--- src/rtl/ps3_pkg.sv ---
package ps3_pkg;
    localparam int XLEN = 32;

    typedef struct packed {
        logic            valid;
        logic            cmode;
        logic [XLEN-1:0] addr;
        logic [XLEN-1:0] word;
    } slot_t;

    typedef struct packed {
        logic [XLEN-1:0] addr;
    } fetch_st_t;

    typedef struct packed {
        logic            pend;
        logic            ack;
        logic [XLEN-1:0] ret;
    } ctrl_st_t;
endpackage

--- src/rtl/ps3_fetch.sv ---
module ps3_fetch
    import ps3_pkg::*;
#(
    parameter logic [XLEN-1:0] RESET_PC  = '0,
    parameter int              STEP_FULL = 4,
    parameter int              STEP_HALF = 2
) (
    input  logic            clk,
    input  logic            rst_n,
    input  logic            hold,
    input  logic            load,
    input  logic [XLEN-1:0] load_addr,
    input  logic            cmode,
    output logic [XLEN-1:0] addr
);
    fetch_st_t st_d, st_q;
    logic [XLEN-1:0] step;

    always_comb begin
        st_d = st_q;
        step = cmode ? XLEN'(STEP_HALF) : XLEN'(STEP_FULL);
        if (load) begin
            st_d.addr = load_addr;
        end else if (!hold) begin
            st_d.addr = st_q.addr + step;
        end
    end

    always_ff @(posedge clk or negedge rst_n) begin
        if (!rst_n) begin
            st_q.addr <= RESET_PC;
        end else begin
            st_q <= st_d;
        end
    end

    assign addr = st_q.addr;
endmodule

--- src/rtl/ps3_slot.sv ---
module ps3_slot
    import ps3_pkg::*;
(
    input  logic  clk,
    input  logic  rst_n,
    input  logic  hold,
    input  logic  kill,
    input  slot_t din,
    output slot_t q
);
    slot_t slot_d, slot_q;

    always_comb begin
        slot_d = slot_q;
        if (kill) begin
            slot_d.valid = 1'b0;
        end else if (!hold) begin
            slot_d = din;
        end
    end

    always_ff @(posedge clk or negedge rst_n) begin
        if (!rst_n) begin
            slot_q <= '0;
        end else begin
            slot_q <= slot_d;
        end
    end

    assign q = slot_q;
endmodule

--- src/rtl/ps3_ctrl.sv ---
module ps3_ctrl
    import ps3_pkg::*;
#(
    parameter logic [XLEN-1:0] IRQ_VEC = 32'h18
) (
    input  logic            clk,
    input  logic            rst_n,
    input  logic            stall,
    input  logic            ex_valid,
    input  logic            br_taken,
    input  logic [XLEN-1:0] br_target,
    input  logic            pc_wr,
    input  logic [XLEN-1:0] pc_wr_val,
    input  logic            irq_req,
    input  logic            dec_valid,
    input  logic [XLEN-1:0] dec_addr,
    input  logic [XLEN-1:0] fetch_addr,
    output logic            flush,
    output logic [XLEN-1:0] redir_addr,
    output logic            irq_ack,
    output logic [XLEN-1:0] irq_ret
);
    ctrl_st_t st_d, st_q;
    logic jump;
    logic want;
    logic take;

    always_comb begin
        st_d = st_q;
        jump = ex_valid && (br_taken || pc_wr);
        want = st_q.pend || irq_req;
        take = want && !stall && !jump;

        flush = jump || take;
        if (jump) begin
            redir_addr = pc_wr ? pc_wr_val : br_target;
        end else begin
            redir_addr = IRQ_VEC;
        end

        st_d.pend = want && !take;
        st_d.ack  = take;
        if (take) begin
            st_d.ret = dec_valid ? dec_addr : fetch_addr;
        end
    end

    always_ff @(posedge clk or negedge rst_n) begin
        if (!rst_n) begin
            st_q <= '0;
        end else begin
            st_q <= st_d;
        end
    end

    assign irq_ack = st_q.ack;
    assign irq_ret = st_q.ret;
endmodule

--- src/rtl/pipe_seq3.sv ---
module pipe_seq3
    import ps3_pkg::*;
#(
    parameter logic [XLEN-1:0] RESET_PC  = '0,
    parameter logic [XLEN-1:0] IRQ_VEC   = 32'h18,
    parameter int              STEP_FULL = 4,
    parameter int              STEP_HALF = 2
) (
    input  logic            clk,
    input  logic            rst_n,
    input  logic            stall,
    input  logic            cmp_mode,
    output logic [XLEN-1:0] imem_addr,
    input  logic [XLEN-1:0] imem_rdata,
    output logic            dec_valid,
    output logic [XLEN-1:0] dec_addr,
    output logic [XLEN-1:0] dec_word,
    output logic            ex_valid,
    output logic [XLEN-1:0] ex_addr,
    output logic [XLEN-1:0] ex_word,
    output logic [XLEN-1:0] ex_pc,
    input  logic            br_taken,
    input  logic [XLEN-1:0] br_target,
    input  logic            pc_wr,
    input  logic [XLEN-1:0] pc_wr_val,
    input  logic            irq_req,
    output logic            irq_ack,
    output logic [XLEN-1:0] irq_ret
);
    localparam int NSLOT    = 2;
    localparam int OFS_FULL = 2 * STEP_FULL;
    localparam int OFS_HALF = 2 * STEP_HALF;

    logic            flush;
    logic [XLEN-1:0] redir_addr;
    logic [XLEN-1:0] fetch_addr;
    slot_t           slot_in [NSLOT];
    slot_t           slot_q  [NSLOT];

    ps3_fetch #(
        .RESET_PC (RESET_PC),
        .STEP_FULL(STEP_FULL),
        .STEP_HALF(STEP_HALF)
    ) u_fetch (
        .clk      (clk),
        .rst_n    (rst_n),
        .hold     (stall),
        .load     (flush),
        .load_addr(redir_addr),
        .cmode    (cmp_mode),
        .addr     (fetch_addr)
    );

    for (genvar g = 0; g < NSLOT; g++) begin : g_slot
        if (g == 0) begin : g_head
            assign slot_in[g] = '{valid: 1'b1, cmode: cmp_mode,
                                  addr: fetch_addr, word: imem_rdata};
        end else begin : g_tail
            assign slot_in[g] = slot_q[g-1];
        end
        ps3_slot u_slot (
            .clk  (clk),
            .rst_n(rst_n),
            .hold (stall),
            .kill (flush),
            .din  (slot_in[g]),
            .q    (slot_q[g])
        );
    end

    ps3_ctrl #(
        .IRQ_VEC(IRQ_VEC)
    ) u_ctrl (
        .clk       (clk),
        .rst_n     (rst_n),
        .stall     (stall),
        .ex_valid  (slot_q[NSLOT-1].valid),
        .br_taken  (br_taken),
        .br_target (br_target),
        .pc_wr     (pc_wr),
        .pc_wr_val (pc_wr_val),
        .irq_req   (irq_req),
        .dec_valid (slot_q[0].valid),
        .dec_addr  (slot_q[0].addr),
        .fetch_addr(fetch_addr),
        .flush     (flush),
        .redir_addr(redir_addr),
        .irq_ack   (irq_ack),
        .irq_ret   (irq_ret)
    );

    assign imem_addr = fetch_addr;
    assign dec_valid = slot_q[0].valid;
    assign dec_addr  = slot_q[0].addr;
    assign dec_word  = slot_q[0].word;
    assign ex_valid  = slot_q[NSLOT-1].valid;
    assign ex_addr   = slot_q[NSLOT-1].addr;
    assign ex_word   = slot_q[NSLOT-1].word;
    assign ex_pc     = slot_q[NSLOT-1].addr +
                       (slot_q[NSLOT-1].cmode ? XLEN'(OFS_HALF) : XLEN'(OFS_FULL));
endmodule

--- config.mk ---
export PLATFORM = sky130hd
export DESIGN_NAME = pipe_seq3
export DESIGN_NICKNAME = d
export VERILOG_FILES = /design/src/rtl/ps3_pkg.sv /design/src/rtl/ps3_fetch.sv /design/src/rtl/ps3_slot.sv /design/src/rtl/ps3_ctrl.sv /design/src/rtl/pipe_seq3.sv
export SDC_FILE = /design/constraint.sdc
export NUM_CORES = 1
export LEC_CHECK = 0
export ABC_CLOCK_PERIOD_IN_PS = 1950
export BUFFER_PORTS_ARGS = -buffer_cell sky130_fd_sc_hd__buf_4
export CAP_MARGIN = 25
export CORE_MARGIN = 10
export CORE_UTILIZATION = 47
export DETAILED_ROUTE_END_ITERATION = 12
export PLACE_DENSITY = 0.77
export SYNTH_ARGS = -nofsm -noshare
export SYNTH_HDL_FRONTEND = slang
export SYNTH_SLANG_ARGS = --single-unit
--- constraint.sdc ---
create_clock -name clk -period 1.95 [get_ports clk]
set_clock_uncertainty 0.05 [all_clocks]
set_input_delay 0 -clock clk [delete_from_list [all_inputs] [get_ports clk]]
set_output_delay 0 -clock clk [all_outputs]
set_load 0.01 [all_outputs]
==> results.toml <==
[route]
viasPerCell = 5.26
avgRoutedWirePerCell_um = 19.3
drtPass1Iterations = 8
antenna_left = 0
first_iter_violations = 956
drc_errors = 0
route.vias.total = 9565
routed_wirelength_um = 35100

[grt]
grt_remaining_overflow = 0
grt_usage_pct = 23.1
antenna_found_initial = 0
grt_max_degree = 88
grt_pass1_vias = 9506
grt_first_pass_wirelength_um = 53300

[sta]
finalHoldViolations = 0
final-setup-viol-count = 39
finalCriticalPeriod_ns = 2.26
drv_slew = 0
slew_headroom_pct = 61.6
post-route-period-util_pct = 116
fin_ws_ns = -0.315
hold-worst-slack_ns = 0.00665
fmax_mhz = 442
tightest_slew_ns = 0.576
rsz0062_at_grt = "yes"

[placed_design]
place_congestion = 0.891
dp_hpwl_um = 24300
placed_cell_area_um2 = 12600
port_buffers = 329

[cts]
cts_tree = "built"
clk_transition_reported_paths_ns = 0.08
cts_root_buf = "clkbuf_16"
cts_inserted_buffers = 17
h-tree-depth = 4
clkLatencyLatePin_ns = 0.43
cts.sinks = 198
clockBufferDepth = 2

[final_layout]
stdcell_area_um2 = 14800
final_common_cell = "nand2_1"
syn_to_final_growth_pct = 38.7
layout_common_cells = "399 x nand2_1, 398 x buf_4, 195 x dfrtp_1"
nNetsFinal = 1635
final_core_utilization_pct = 67.0
antenna_cells = 0
layout-drive-gt1-share_pct = 34.0

[power_and_ir_drop]
p_per_area_nw_per_um2 = 1080
p_leak_nw = 7.76
peakVddDrop_mv = 0.685

[critical_path]
cp.arrival_ns = 2.21
crit_path_start_kind = "flip-flop"
max_stage_delay_ns = 0.44
path_cells = "buf_6 > fa_2 > nand3_4 > nor4_4 > buf_6 > buf_4 > nand3_2 > xnor2_1 > buf_4"
slowest_stage = "dfrtp_1"
cp.required_ns = 1.90
crit_type = "reg -> out"
critPathMaxFanout = 7
cp-end-kind = "output port"

[floorplan]
rows = 54
initial_core_util_pct = 48.3
dieArea_um2 = 29100
die_w_um = 170
core_um2 = 22000
io-pin-count = 330
die_h_um = 170

[yosys]
seq_area_frac_synth_pct = 46.6
ys_seq_elements = 198
synthArstFlopShare_pct = 100
ys.flop_type = "dfrtp_1"
avgSynthCellArea_um2 = 8.78
syn_nets = 1321
yosys_warnings = 0
syn_inst = 1212
synth-edff-count = 0
syn_area_um2 = 10600
yosysUniqueCellTypes = 56

[status]
status = "finished with violations"
failed_checks = "negative setup slack"

[flow_run]
drv_cap = 0

[min_path]
hold_class = "in -> reg"
timing repair:
action | in CTS | in global routing
buffers inserted | 14 | 7
hold endpoints to repair | 264 | 0
endpoints found under the setup margin | 39 | 59
hold buffers | 100 | 0
resized for setup | 39 | 45
pin swaps | 22 | 28
cloned | 1 | 0
cell usage after synthesis, types with 7 or more instances:
library cell | n | share of area (%)
dfrtp_1 | 198 | 47
mux2i_1 | 60 | 5.6
xnor2_1 | 22 | 1.8
nand2_1 | 405 | 14
nand4_1 | 19 | 1.1
and3_1 | 11 | 0.65
o21ai_0 | 13 | 0.61
xor2_1 | 20 | 1.6
nor2_1 | 62 | 2.2
nor3_1 | 8 | 0.38
a21oi_1 | 51 | 2.4
buf_4 | 170 | 12
a31oi_1 | 11 | 0.65
nand3_1 | 25 | 1.2
clkbuf_1 | 19 | 0.67
inv_1 | 7 | 0.25
o22ai_1 | 11 | 0.65
buf_2 | 28 | 1.3
power by group:
| part | switching [mW] | internal [mW] | total, mW | leakage (nW) |
|---|---|---|---|---|
| registers | 0.985 | 5.17 | 6.15 | 2.55 |
| logic | 3.15 | 3.11 | 6.25 | 4.92 |
| clock network | 1.71 | 1.83 | 3.55 | 0.292 |
area by class of cell:
type	count	area [um^2]
fillers	1666	7270
flip-flops and latches	198	4960
multi-input cells	782	4510
repair buffers	520	4320
clock buffers	18	429
well taps	280	350
clock inverters	14	165
inverters	7	26.3
per-stage QoR:
stage / power [mW] / TNS, ns / std cells / worst slack [ns]
2_1_floorplan: 9.64 / -1.78 / 1212 / -0.271
3_5_place_dp: 11.9 / -1.97 / 1668 / -0.271
5_1_grt: 16.8 / -11.99 / 1819 / -0.417
4_1_cts: 15.8 / -7.18 / 1815 / -0.301
3_3_place_gp: 11.7 / -1.58 / 1668 / -0.243
6_report: 16.0 / -7.76 / 1819 / -0.315
cell families after synthesis:
kind of cell,Yosys count,share of synthesized area (%)
AOI/OAI and AO/OA,113,6.23
xor gates and xnor gates,42,3.46
adders and majority gates,6,0.847
buffers and inverters,232,14.6
DFF,198,46.6
muxes,60,5.65
and+or+nand+nor,561,22.6
state kept, by name (all words and copies together) (netlist names):
signal           count
g_slot.u_slot.q    132
u_ctrl.irq_ack       1
u_ctrl.st_q          1
u_ctrl.irq_ret      32
u_fetch.addr        32
final timing paths:
| path | startpoint | to | slack (ns) | cells past startpoint |
|---|---|---|---|---|
| worst max register to register | u_fetch.addr[1] | u_fetch.addr[31] | -0.30 | 10 |
| min in group asynchronous | rst_n | g_slot[0].u_slot.q[39] | 0.05 | 2 |
| worst min-delay path | stall | u_fetch.addr[5] | 0.007 | 4 |
| worst max-delay path | g_slot[1].u_slot.q[35] | ex_pc[26] | -0.31 | 9 |
| max in group asynchronous | rst_n | u_ctrl.irq_ret[16] | 1.07 | 3 |
| worst min register to register | g_slot[1].u_slot.q[31] | g_slot[1].u_slot.q[31] | 0.43 | 2 |
metal layers:
layer	routed length, um	share of wire (%)	GRT usage [%]
met5	0	0	0
met4	861	2.4	7.02
met3	2910	8.3	6.50
met2	17600	50	38.8
met1	13800	39	28.2
critical path, delay by kind of cell (launching register included):
kind,cells,cell delay (ns)
buffers and inverters,4,0.58
DFF,1,0.44
adders and majority gates,1,0.42
and+or+nand+nor,3,0.23
xor gates and xnor gates,1,0.11
Note: power is estimated with default switching activity, not from simulation.
